===== config.mk =====
export PLATFORM = sky130hd
export DESIGN_NAME = fan_blast_guard
export DESIGN_NICKNAME = d
export VERILOG_FILES = /design/src/rtl/fan_blast_guard.sv
export SDC_FILE = /design/constraint.sdc
export NUM_CORES = 1
export LEC_CHECK = 0
export ABC_CLOCK_PERIOD_IN_PS = 3300
export CAP_MARGIN = 30
export CORE_ASPECT_RATIO = 0.8
export CORE_UTILIZATION = 49
export DETAILED_ROUTE_END_ITERATION = 8
export GPL_TIMING_DRIVEN = 0
export PLACE_DENSITY_LB_ADDON = 0.1
export SLEW_MARGIN = 20
export SYNTH_ARGS = -nofsm -noshare
export SYNTH_HDL_FRONTEND = slang
export SYNTH_SLANG_ARGS = --single-unit

===== constraint.sdc =====
create_clock -name clk -period 3.3 [get_ports clk]
set_input_delay 0.66 -clock clk [delete_from_list [all_inputs] [get_ports clk]]
set_output_delay 0.66 -clock clk [all_outputs]
set_load 0.005 [all_outputs]

===== src/rtl/fan_blast_guard.sv =====
module fan_blast_guard #(
  parameter int WDOG_LIMIT = 4500000,
  parameter int CODE_W     = 8
) (
  input  logic              clk,
  input  logic              por_n,
  input  logic              blast_pin,
  input  logic              bus_hit,
  input  logic              flt_wr,
  input  logic [1:0]        tach_flt,
  input  logic [3:0]        gpio_flt,
  input  logic [CODE_W-1:0] dac_a_prog,
  input  logic [CODE_W-1:0] dac_b_prog,
  output logic [CODE_W-1:0] dac_a_eff,
  output logic [CODE_W-1:0] dac_b_eff,
  output logic [7:0]        fault_byte,
  output logic              fault_pd,
  output logic              flt_clr
);
  localparam int CW = (WDOG_LIMIT > 2) ? $clog2(WDOG_LIMIT) : 1;
  localparam logic [CW-1:0] LAST = CW'(WDOG_LIMIT - 1);
  localparam logic [CODE_W-1:0] FULL = '1;

  logic          sync1, sync2, prev;
  logic [1:0]    st;
  logic [CW-1:0] cnt;
  logic          blast_st, timer_st;

  wire lvl_hit   = (st == 2'd2) & sync2;
  wire fall_hit  = (&st) & prev & ~sync2;
  wire wd_active = st[1] & sync2;
  wire wd_expire = wd_active & ~bus_hit & (cnt == LAST);
  wire set_blast = lvl_hit | fall_hit | wd_expire;

  always_ff @(posedge clk or negedge por_n) begin
    if (!por_n) begin
      sync1 <= 1'b0;
      sync2 <= 1'b0;
      prev  <= 1'b0;
      st    <= 2'd0;
    end else begin
      sync1 <= blast_pin;
      sync2 <= sync1;
      prev  <= sync2;
      if (st != 2'd3) st <= st + 2'd1;
    end
  end

  always_ff @(posedge clk or negedge por_n) begin
    if (!por_n) cnt <= '0;
    else if (!wd_active || bus_hit || wd_expire) cnt <= '0;
    else cnt <= cnt + 1'b1;
  end

  always_ff @(posedge clk or negedge por_n) begin
    if (!por_n) begin
      blast_st <= 1'b0;
      timer_st <= 1'b0;
    end else begin
      blast_st <= set_blast | (blast_st & ~flt_wr);
      timer_st <= wd_expire | (timer_st & ~flt_wr);
    end
  end

  assign dac_a_eff  = blast_st ? FULL : dac_a_prog;
  assign dac_b_eff  = blast_st ? FULL : dac_b_prog;
  assign fault_byte = {tach_flt, blast_st, timer_st, gpio_flt};
  assign fault_pd   = ~por_n | (|fault_byte);
  assign flt_clr    = flt_wr;


  clear_chk: assert property (@(posedge clk) disable iff (!por_n)
    (flt_wr && !set_blast) |=> !blast_st);

  timer_blast_chk: assert property (@(posedge clk) disable iff (!por_n)
    timer_st |-> blast_st);

  timer_src_chk: assert property (@(posedge clk) disable iff (!por_n)
    $rose(timer_st) |-> $past(wd_active));

  fall_set_chk: assert property (@(posedge clk) disable iff (!por_n)
    ((&st) && prev && !sync2) |=> blast_st);

  pd_chk: assert property (@(posedge clk) disable iff (!por_n)
    (|fault_byte) |-> fault_pd);

  cnt_range_chk: assert property (@(posedge clk) disable iff (!por_n)
    cnt <= LAST);

  hit_restart_chk: assert property (@(posedge clk) disable iff (!por_n)
    bus_hit |=> (cnt == '0));
endmodule


# Word level (Yosys, flattened, before mapping)
# Cells that the tools add are included.
[totals]
reg_bits = 30
in_bits = 27
out_inout_bits = 26
elab_cells = 37
[classes]
n_addsub = 2
n_eq_ne = 3
n_mux = 3
bitwise_logic = 17
n_reduce_logical = 5
[ops]
columns = ["op", "n"]
rows = [
  ["$add 23x1->23 const B", 1],
  ["$eq 23x23->1 const B", 1],
  ["$mux 23", 1],
  ["$mux 8", 2],
  ["$and 1x1->1", 8],
  ["$reduce_or 8->1", 1],
  ["$or 1x1->1", 5],
  ["$not 1->1", 4],
  ["$add 2x1->2 const B", 1],
  ["$eq 2x2->1 const B", 1],
  ["$logic_or 1x1->1", 2],
  ["$ne 2x2->1 const B", 1],
  ["$reduce_and 2->1", 1],
  ["$logic_not 1->1", 1],
]

# Depth between registers and ports, before layout
# Gate-level depths: netlist of run 1.
[logic_depth]
word_depth = 6
depth_mapped = 6
depth_no_buf = 5

# Worst setup path after synthesis of run 1
# No wires, ideal clock.
[synth_path]
kind = "reg-to-reg"
start = "register cnt[0]"
end = "register cnt[22]"
setup_time_ns = 0.078
arrival_ns = 1.865
required_ns = 3.222
setup_slack_ns = 1.358
path_stages_with_launch = 7
n_path_buf = 1
synth_period_minus_slack_ns = 1.942
path_cell_list = "dfrtp_1 > ha_1 > nand4_2 > or4_1 > buf_2 > or3_1 > a21oi_1"
[synth_between]
elab_chain_len = 4
word_cells_on_any_way = 5
cone_classes = "1 x add/sub; 1 x eq/ne; 1 x mux; 1 x bitwise; 1 x reduce/logical"
[synth_lines]
columns = ["item", "line_no", "rtl"]
rows = [
  ["start: declaration", "26", "logic [CW-1:0] cnt;"],
  ["start signal: assignment", "52", "else cnt <= cnt + 1'b1;"],
  ["branches (longest 3 deep; another with $add 23x1->23)", "--", ""],
  ["$mux 23 (*)", "51", "else if (!wd_active || bus_hit || wd_expire) cnt <= '0;"],
]
# Every way passes the cells marked *.
# A chain may end at the register's enable or synchronous reset.

# Final worst setup path of run 1
[layout_path]
start = "input tach_flt[0]"
end = "output fault_pd"
[layout_between]
elab_chain_len = 2
[layout_lines]
columns = ["item", "line_no", "rtl"]
rows = [
  ["start: declaration", "10", "input logic [1:0] tach_flt,"],
  ["$reduce_or 8->1", "68", "assign fault_pd = ~por_n | (|fault_byte);"],
  ["$or 1x1->1", "68", ""],
  ["end: declaration", "17", "output logic fault_pd,"],
]
# Every way passes these cells.

==> impl_metrics.xml, run 1 <==
<?xml version="1.0" encoding="UTF-8"?>
<metrics>
  <group name="sta">
    <metric name="post-route-period-util" unit="">0.805</metric>
    <metric name="timing.clock.skew" unit="ns">0.0118</metric>
    <metric name="finalHoldViolations" unit="">0</metric>
    <metric name="relSlewSlack" unit="">0.565</metric>
    <metric name="timing.final.max_slew_violations" unit="">0</metric>
    <metric name="postLayoutSetupSlackWorst" unit="ns">0.643</metric>
    <metric name="fin_hold_ws" unit="ns">0.362</metric>
    <metric name="setup_repair_after_global_routing_missed_its_margin" unit="">false</metric>
    <metric name="setup_viol_count_final" unit="">0</metric>
    <metric name="achievable-frequency" unit="MHz">376</metric>
    <metric name="worst_pin_slew" unit="ns">0.653</metric>
    <metric name="post-route-min-period" unit="ns">2.66</metric>
    <metric name="tns" unit="ns">0</metric>
  </group>
  <group name="yosys">
    <metric name="synth.most_common_cell" unit="">sky130_fd_sc_hd__dfrtp_1</metric>
    <metric name="synth_top_cells_by_area" unit="">sky130_fd_sc_hd__dfrtp_1, sky130_fd_sc_hd__or2_2, sky130_fd_sc_hd__xnor2_1, sky130_fd_sc_hd__nor2_1, sky130_fd_sc_hd__buf_4</metric>
    <metric name="netlist_instances" unit="">175</metric>
    <metric name="syn_avg_cell_area" unit="um^2">9.34</metric>
    <metric name="count_of_state_elements_after_synthesis" unit="">30</metric>
    <metric name="synth_nets" unit="">205</metric>
    <metric name="synth_top_cells_by_count" unit="">sky130_fd_sc_hd__dfrtp_1, sky130_fd_sc_hd__nor2_1, sky130_fd_sc_hd__or2_2</metric>
    <metric name="dominantRegCellSynth" unit="">sky130_fd_sc_hd__dfrtp_1</metric>
    <metric name="synth_seq_area_share" unit="">0.459</metric>
    <metric name="synth_edf_count" unit="">0</metric>
    <metric name="yosys.area.top_type_share" unit="">0.459</metric>
    <metric name="synthArstFlopShare" unit="">1.00</metric>
    <metric name="synth.cell_area" unit="um^2">1640</metric>
    <metric name="ys.warnings.count" unit="">0</metric>
    <metric name="yosys.cell_types.count" unit="">31</metric>
    <metric name="synth_area_leader_cell" unit="">sky130_fd_sc_hd__dfrtp_1</metric>
  </group>
  <group name="floorplanning">
    <metric name="design.core.area" unit="um^2">3130</metric>
    <metric name="die-area" unit="um^2">3570</metric>
    <metric name="placementRows" unit="">18</metric>
    <metric name="die_w" unit="um">66.6</metric>
    <metric name="start_util" unit="">0.522</metric>
    <metric name="num_io_pins" unit="">53</metric>
    <metric name="die_height" unit="um">53.7</metric>
  </group>
  <group name="placement">
    <metric name="numPortBuffers" unit="">52</metric>
    <metric name="place_ws" unit="ns">0.631</metric>
    <metric name="dpl.cell_count" unit="">267</metric>
    <metric name="postPlaceCellArea" unit="um^2">2200</metric>
    <metric name="place.detailed.hpwl" unit="um">2950</metric>
    <metric name="gp_routability_congestion" unit="">0.834</metric>
  </group>
  <group name="grt">
    <metric name="largest_net_degree_at_the_start_of_global_routing" unit="">32</metric>
    <metric name="grt_first_pass_wirelength" unit="um">6030</metric>
    <metric name="grt_usage" unit="">0.234</metric>
    <metric name="grt_overflow_total" unit="">0</metric>
    <metric name="grt_pass1_vias" unit="">1351</metric>
    <metric name="antenna_found_initial" unit="">0</metric>
  </group>
  <group name="routing">
    <metric name="route.detailed.wl_per_inst" unit="um">13.9</metric>
    <metric name="detailroute.via_count" unit="">1478</metric>
    <metric name="drt_iter0_markers" unit="">38</metric>
    <metric name="ant_nets" unit="">0</metric>
    <metric name="remaining_drc_errors" unit="">0</metric>
    <metric name="drtPass1Iterations" unit="">4</metric>
    <metric name="routed_via_density" unit="">5.37</metric>
    <metric name="drt_wl_total" unit="um">3810</metric>
  </group>
  <group name="critical_path">
    <metric name="cp.buffers_inverters" unit="">2</metric>
    <metric name="slowest_delay" unit="ns">0.49</metric>
    <metric name="path_class" unit="">input port to primary output</metric>
    <metric name="path_max_fanout" unit="">2</metric>
    <metric name="critPathTopFamily" unit="">buffers and inverters</metric>
    <metric name="reg2reg_slack" unit="ns">1.12</metric>
    <metric name="crit_path_top_delay_cell" unit="">sky130_fd_sc_hd__clkdlybuf4s50_1</metric>
    <metric name="critPathRequiredTime" unit="ns">2.64</metric>
    <metric name="endpoint_kind" unit="">primary output</metric>
    <metric name="crit_chain" unit="">clkdlybuf4s50_1, nor4_1, nand4b_1, clkdlybuf4s50_1</metric>
    <metric name="worstSetupStartpointType" unit="">input port</metric>
    <metric name="worst-endpoint-arrival" unit="ns">2.00</metric>
    <metric name="critical-path-top-cell-by-count" unit="">sky130_fd_sc_hd__clkdlybuf4s50_1</metric>
  </group>
  <group name="cts">
    <metric name="clkSinkCount" unit="">30</metric>
    <metric name="cts_post_setup_buffers_inserted" unit="">0</metric>
    <metric name="clk-insertion-delay-late" unit="ns">0.29</metric>
    <metric name="clock_tree.root_cell" unit="">sky130_fd_sc_hd__clkbuf_8</metric>
    <metric name="post_cts_resize_count" unit="">0</metric>
    <metric name="cts-hold-fix-buffers" unit="">0</metric>
    <metric name="cts.path.max_buffers" unit="">2</metric>
    <metric name="cts-buffers-inserted" unit="">5</metric>
    <metric name="cts_tree" unit="">yes</metric>
    <metric name="clock_edge_transition_at_the_registers_on_the_reported_setup_and_hold_paths" unit="ns">0.06</metric>
    <metric name="cts_htree_levels" unit="">2</metric>
  </group>
  <group name="finish">
    <metric name="num_antenna_cells" unit="">0</metric>
    <metric name="drive_above_1_share" unit="">0.166</metric>
    <metric name="post_layout_nonfiller_instances" unit="">275</metric>
    <metric name="flow.area_growth_from_synthesis" unit="%">40.2</metric>
    <metric name="final_area" unit="um^2">2290</metric>
    <metric name="design.final.nets" unit="">264</metric>
    <metric name="final_core_util" unit="">0.732</metric>
  </group>
  <group name="power_and_ir_drop">
    <metric name="p_comb_frac" unit="">0.146</metric>
    <metric name="power_per_cell_area" unit="nW/um^2">345</metric>
    <metric name="net-switching-power" unit="uW">173</metric>
    <metric name="p_total" unit="uW">792</metric>
    <metric name="sw_ratio" unit="">0.219</metric>
    <metric name="power_frac_clock" unit="">0.378</metric>
    <metric name="cell_internal_pwr" unit="uW">619</metric>
    <metric name="irDropWorstVdd" unit="V">0.000285</metric>
    <metric name="power_leakage" unit="nW">0.927</metric>
    <metric name="pwr-share-seq" unit="">0.476</metric>
  </group>
  <group name="job">
    <metric name="max-cap-violations" unit="">0</metric>
  </group>
  <group name="outcome">
    <metric name="outcome" unit="">complete, no violations</metric>
  </group>
  <group name="min_path">
    <metric name="type_of_the_most_critical_hold_path" unit="">flip-flop to flip-flop</metric>
  </group>
</metrics>
## cells by family (layout without fill, tap and decap cells)
family                     Yosys count  in the layout  share of synthesized area
muxes                                1              1                    0.00612
adders and majority gates            3              3                     0.0230
xor gates and xnor gates            14             14                     0.0750
AOI/OAI and AO/OA                   20             20                     0.0673
DFF                                 30             30                      0.459
buffers and inverters               20             80                     0.0681
and+or+nand+nor                     87             87                      0.301
## registers in the layout, indices dropped and copies added, names as in the netlist
name	cells
sync1	1
prev	1
sync2	1
st	2
blast_st	1
timer_st	1
cnt	23
## cell type report
cell class	instances	area, um^2
fillers	240	838
multi-input cells	125	773
flip-flops and latches	30	751
repair buffers	52	515
plain buffers	14	88.8
clock buffers	7	86.3
well taps	40	50.0
inverters	6	22.5
clock inverters	1	5.00
## power by group through the flow
stage	Combinational (mW)	Sequential (mW)	Clock [mW]
floorplan	0.0346	0.382	0
global placement	0.116	0.383	0
detailed placement	0.117	0.383	0
CTS	0.117	0.377	0.303
global route	0.126	0.378	0.315
finish	0.115	0.377	0.300
## routing by layer
layer,wire length [um],global-route usage,vias to the layer above
met2,1910,0.401,54
met4,23,0.0709,0
met3,328,0.0890,4
met1,1550,0.275,697
li1,-,-,723
met5,0,0,-
## path summary, 6_finish.rpt
| check | cells past startpoint | from | to |
|---|---|---|---|
| setup / recovery | 4 | tach_flt[0] | fault_pd |
| hold / removal | 0 | sync1 | sync2 |
| setup reg to reg | 6 | cnt[0] | cnt[3] |
| hold reg to reg | 0 | sync1 | sync2 |
| max in group asynchronous | 1 | por_n | cnt[11] |
| min in group asynchronous | 1 | por_n | cnt[17] |
## placed cells by master (no fill, tap or decap), types with 2 or more instances in the layout
cell,instances
sky130_fd_sc_hd__buf_2,3
sky130_fd_sc_hd__xnor2_1,10
sky130_fd_sc_hd__or3_1,9
sky130_fd_sc_hd__or4_1,2
sky130_fd_sc_hd__o21ai_0,9
sky130_fd_sc_hd__nand4_1,3
sky130_fd_sc_hd__clkbuf_8,6
sky130_fd_sc_hd__xor2_1,4
sky130_fd_sc_hd__nor4b_1,3
sky130_fd_sc_hd__nor2_1,19
sky130_fd_sc_hd__clkdlybuf4s50_1,51
sky130_fd_sc_hd__clkbuf_1,4
sky130_fd_sc_hd__dfrtp_1,30
sky130_fd_sc_hd__nor4_1,4
sky130_fd_sc_hd__nand2_1,8
sky130_fd_sc_hd__buf_4,9
sky130_fd_sc_hd__nor3_1,3
sky130_fd_sc_hd__ha_1,3
sky130_fd_sc_hd__or2_2,17
sky130_fd_sc_hd__and4_1,2
sky130_fd_sc_hd__inv_1,6
sky130_fd_sc_hd__and3_1,2
sky130_fd_sc_hd__a21oi_1,8
sky130_fd_sc_hd__nand3_1,10
Power figures use the tool's default switching activity.
==> inputs of run 2 (changes only) <==
--- a/config.mk
+++ b/config.mk
@@ -5,10 +5,10 @@
 export SDC_FILE = /design/constraint.sdc
 export NUM_CORES = 1
 export LEC_CHECK = 0
-export ABC_CLOCK_PERIOD_IN_PS = 3300
+export ABC_CLOCK_PERIOD_IN_PS = 2200
 export CAP_MARGIN = 30
 export CORE_ASPECT_RATIO = 0.8
-export CORE_UTILIZATION = 49
+export CORE_UTILIZATION = 41
 export DETAILED_ROUTE_END_ITERATION = 8
 export GPL_TIMING_DRIVEN = 0
 export PLACE_DENSITY_LB_ADDON = 0.1
==> constraint.sdc (replaced) <==
create_clock -name clk -period 2.2 [get_ports clk]
set_input_delay 0.44 -clock clk [delete_from_list [all_inputs] [get_ports clk]]
set_output_delay 0.44 -clock clk [all_outputs]
set_load 0.005 [all_outputs]
==> impl_metrics.xml, run 2 (same netlist as run 1, synthesis figures left out) <==
<?xml version="1.0" encoding="UTF-8"?>
<metrics>
  <group name="outcome">
    <metric name="outcome" unit="">complete, no violations</metric>
  </group>
  <group name="sta">
    <metric name="setup_repair_after_global_routing_missed_its_margin" unit="">false</metric>
    <metric name="finalHoldViolations" unit="">0</metric>
    <metric name="tns" unit="ns">0</metric>
    <metric name="timing.clock.skew" unit="ns">0.00199</metric>
    <metric name="worst_pin_slew" unit="ns">0.667</metric>
    <metric name="setup_viol_count_final" unit="">0</metric>
    <metric name="postLayoutSetupSlackWorst" unit="ns">0.113</metric>
    <metric name="timing.final.max_slew_violations" unit="">0</metric>
    <metric name="relSlewSlack" unit="">0.555</metric>
    <metric name="post-route-min-period" unit="ns">2.09</metric>
    <metric name="post-route-period-util" unit="">0.949</metric>
    <metric name="achievable-frequency" unit="MHz">479</metric>
  </group>
  <group name="routing">
    <metric name="drtPass1Iterations" unit="">4</metric>
    <metric name="routed_via_density" unit="">4.94</metric>
    <metric name="route.detailed.wl_per_inst" unit="um">13.3</metric>
    <metric name="drt_iter0_markers" unit="">67</metric>
    <metric name="ant_nets" unit="">0</metric>
    <metric name="drt_wl_total" unit="um">3830</metric>
    <metric name="remaining_drc_errors" unit="">0</metric>
    <metric name="detailroute.via_count" unit="">1428</metric>
  </group>
  <group name="floorplanning">
    <metric name="num_io_pins" unit="">53</metric>
    <metric name="die-area" unit="um^2">4250</metric>
    <metric name="design.core.area" unit="um^2">3800</metric>
    <metric name="start_util" unit="">0.430</metric>
    <metric name="placementRows" unit="">20</metric>
    <metric name="die_height" unit="um">58.5</metric>
    <metric name="die_w" unit="um">72.6</metric>
  </group>
  <group name="critical_path">
    <metric name="worstSetupStartpointType" unit="">flip-flop</metric>
    <metric name="worst-endpoint-arrival" unit="ns">1.65</metric>
    <metric name="timing.critical_path.from" unit="">blast_st</metric>
    <metric name="reg2reg_slack" unit="ns">0.14</metric>
    <metric name="timing.reg2reg.worst_path_depth" unit="">6</metric>
    <metric name="critPathCapture" unit="">dac_a_eff[7]</metric>
    <metric name="path_max_fanout" unit="">19</metric>
    <metric name="endpoint_kind" unit="">primary output</metric>
    <metric name="path_class" unit="">flip-flop to primary output</metric>
    <metric name="launching_point_of_the_worst_reg2reg_path" unit="">cnt[0]</metric>
    <metric name="critPathRequiredTime" unit="ns">1.76</metric>
    <metric name="regToRegEndpoint" unit="">cnt[22]</metric>
  </group>
  <group name="grt">
    <metric name="grt_usage" unit="">0.205</metric>
    <metric name="grt_overflow_total" unit="">0</metric>
    <metric name="grt_first_pass_wirelength" unit="um">6410</metric>
    <metric name="largest_net_degree_at_the_start_of_global_routing" unit="">32</metric>
    <metric name="antenna_found_initial" unit="">0</metric>
    <metric name="grt_pass1_vias" unit="">1330</metric>
  </group>
  <group name="cts">
    <metric name="cts_post_setup_buffers_inserted" unit="">0</metric>
    <metric name="cts.path.max_buffers" unit="">2</metric>
    <metric name="clock_tree.root_cell" unit="">sky130_fd_sc_hd__clkbuf_8</metric>
    <metric name="cts_tree" unit="">yes</metric>
    <metric name="clock_edge_transition_at_the_registers_on_the_reported_setup_and_hold_paths" unit="ns">0.06</metric>
    <metric name="clkSinkCount" unit="">30</metric>
    <metric name="clk-insertion-delay-late" unit="ns">0.29</metric>
    <metric name="cts_htree_levels" unit="">2</metric>
    <metric name="cts-buffers-inserted" unit="">5</metric>
  </group>
  <group name="finish">
    <metric name="most-common-layout-cells" unit="">sky130_fd_sc_hd__clkdlybuf4s50_1, sky130_fd_sc_hd__dfrtp_1, sky130_fd_sc_hd__nor2_1, sky130_fd_sc_hd__or2_2</metric>
    <metric name="flow.area_growth_from_synthesis" unit="%">42.5</metric>
    <metric name="largest_registers" unit="">cnt x23, st x2</metric>
    <metric name="multi_input_area" unit="um^2">791</metric>
    <metric name="design.final.nets" unit="">263</metric>
    <metric name="num_antenna_cells" unit="">0</metric>
    <metric name="reg_with_most_ffs" unit="">cnt</metric>
    <metric name="largest_register_ffs" unit="">23</metric>
    <metric name="mostFrequentLayoutCell" unit="">sky130_fd_sc_hd__clkdlybuf4s50_1</metric>
    <metric name="final.fill_count" unit="">330</metric>
    <metric name="drive_above_1_share" unit="">0.188</metric>
    <metric name="final_area" unit="um^2">2330</metric>
    <metric name="regArea" unit="um^2">751</metric>
    <metric name="post_layout_nonfiller_instances" unit="">289</metric>
  </group>
  <group name="power_and_ir_drop">
    <metric name="p_total" unit="mW">1.20</metric>
    <metric name="cell_internal_pwr" unit="uW">927</metric>
    <metric name="pwr-share-seq" unit="">0.472</metric>
    <metric name="p_comb_frac" unit="">0.142</metric>
    <metric name="power_leakage" unit="nW">0.932</metric>
    <metric name="power_per_cell_area" unit="nW/um^2">515</metric>
    <metric name="irDropWorstVdd" unit="V">0.000374</metric>
    <metric name="net-switching-power" unit="uW">274</metric>
    <metric name="sw_ratio" unit="">0.228</metric>
    <metric name="power_frac_clock" unit="">0.386</metric>
  </group>
  <group name="placement">
    <metric name="place.detailed.hpwl" unit="um">3010</metric>
    <metric name="postPlaceCellArea" unit="um^2">2220</metric>
    <metric name="gp_routability_congestion" unit="">0.782</metric>
    <metric name="dpl.cell_count" unit="">282</metric>
    <metric name="place_ws" unit="ns">-0.0444</metric>
    <metric name="numPortBuffers" unit="">52</metric>
  </group>
  <group name="job">
    <metric name="max-cap-violations" unit="">0</metric>
  </group>
  <group name="min_path">
    <metric name="type_of_the_most_critical_hold_path" unit="">input port to async pin</metric>
  </group>
</metrics>
run 2: cell count changes in the layout (fill, tap and decap cells not counted):
cell / change
sky130_fd_sc_hd__clkbuf_1: -4
sky130_fd_sc_hd__clkbuf_2: +2
sky130_fd_sc_hd__clkdlybuf4s50_1: -1
sky130_fd_sc_hd__clkinvlp_4: +1
sky130_fd_sc_hd__dlygate4sd2_1: +1
sky130_fd_sc_hd__ha_1: -1
sky130_fd_sc_hd__ha_2: +1
sky130_fd_sc_hd__nand4_2: -1
sky130_fd_sc_hd__nand4_4: +1
sky130_fd_sc_hd__nor4_1: -1
sky130_fd_sc_hd__nor4_2: +1
run 2: per-stage QoR:
stage / util / hold WS [ns]
detailed placement: 0.584 / 0.335
CTS: 0.609 / 0.219
floorplan: - / 0.144
global route: 0.613 / 0.242
finish: 0.613 / 0.182
global placement: 0.585 / 0.338
run 2: power groups by stage:
stage	registers (mW)	clock network, mW	logic, mW
global route	0.569	0.499	0.185
finish	0.567	0.463	0.171
floorplan	0.573	0	0.0518
detailed placement	0.575	0	0.176
global placement	0.575	0	0.175
CTS	0.567	0.474	0.173
run 2: per-layer routing:
metal,vias up,track usage,part of all wire
met5,-,0,0
met4,0,0.0812,0.030
met3,14,0.0668,0.055
met2,41,0.315,0.48
met1,659,0.269,0.44
li1,714,-,-
run 2: final cells by class:
class                   instances  area share
multi-input cells             125       0.339
repair buffers                 52       0.221
plain buffers                  13      0.0376
well taps                      55      0.0295
flip-flops and latches         30       0.322
clock buffers                   6      0.0354
inverters                       6     0.00967
clock inverters                 2     0.00537
run 2: worst max-delay path, stage by stage (launching register included):
cell                              delay (ns)
sky130_fd_sc_hd__dfrtp_1                0.53
sky130_fd_sc_hd__or2_2                  0.36
sky130_fd_sc_hd__clkdlybuf4s50_1        0.47
run 2: what timing repair did:
action / CTS / global route
resized for setup: 2 / 6
endpoints found under the setup margin: 3 / 21
hold buffers: 0 / 0
pin swaps: 0 / 0
run 2: how the worst min path moves through the flow:
stage,depth (start not counted),endpoint,from,slack [ns]
6_report,1,cnt[15],por_n,0.18
3_3_place_gp,0,sync2,sync1,0.34
3_5_place_dp,0,sync2,sync1,0.33
2_1_floorplan,0,blast_st,por_n,0.14
4_1_cts,1,blast_st,por_n,0.22
5_1_grt,1,cnt[17],por_n,0.24
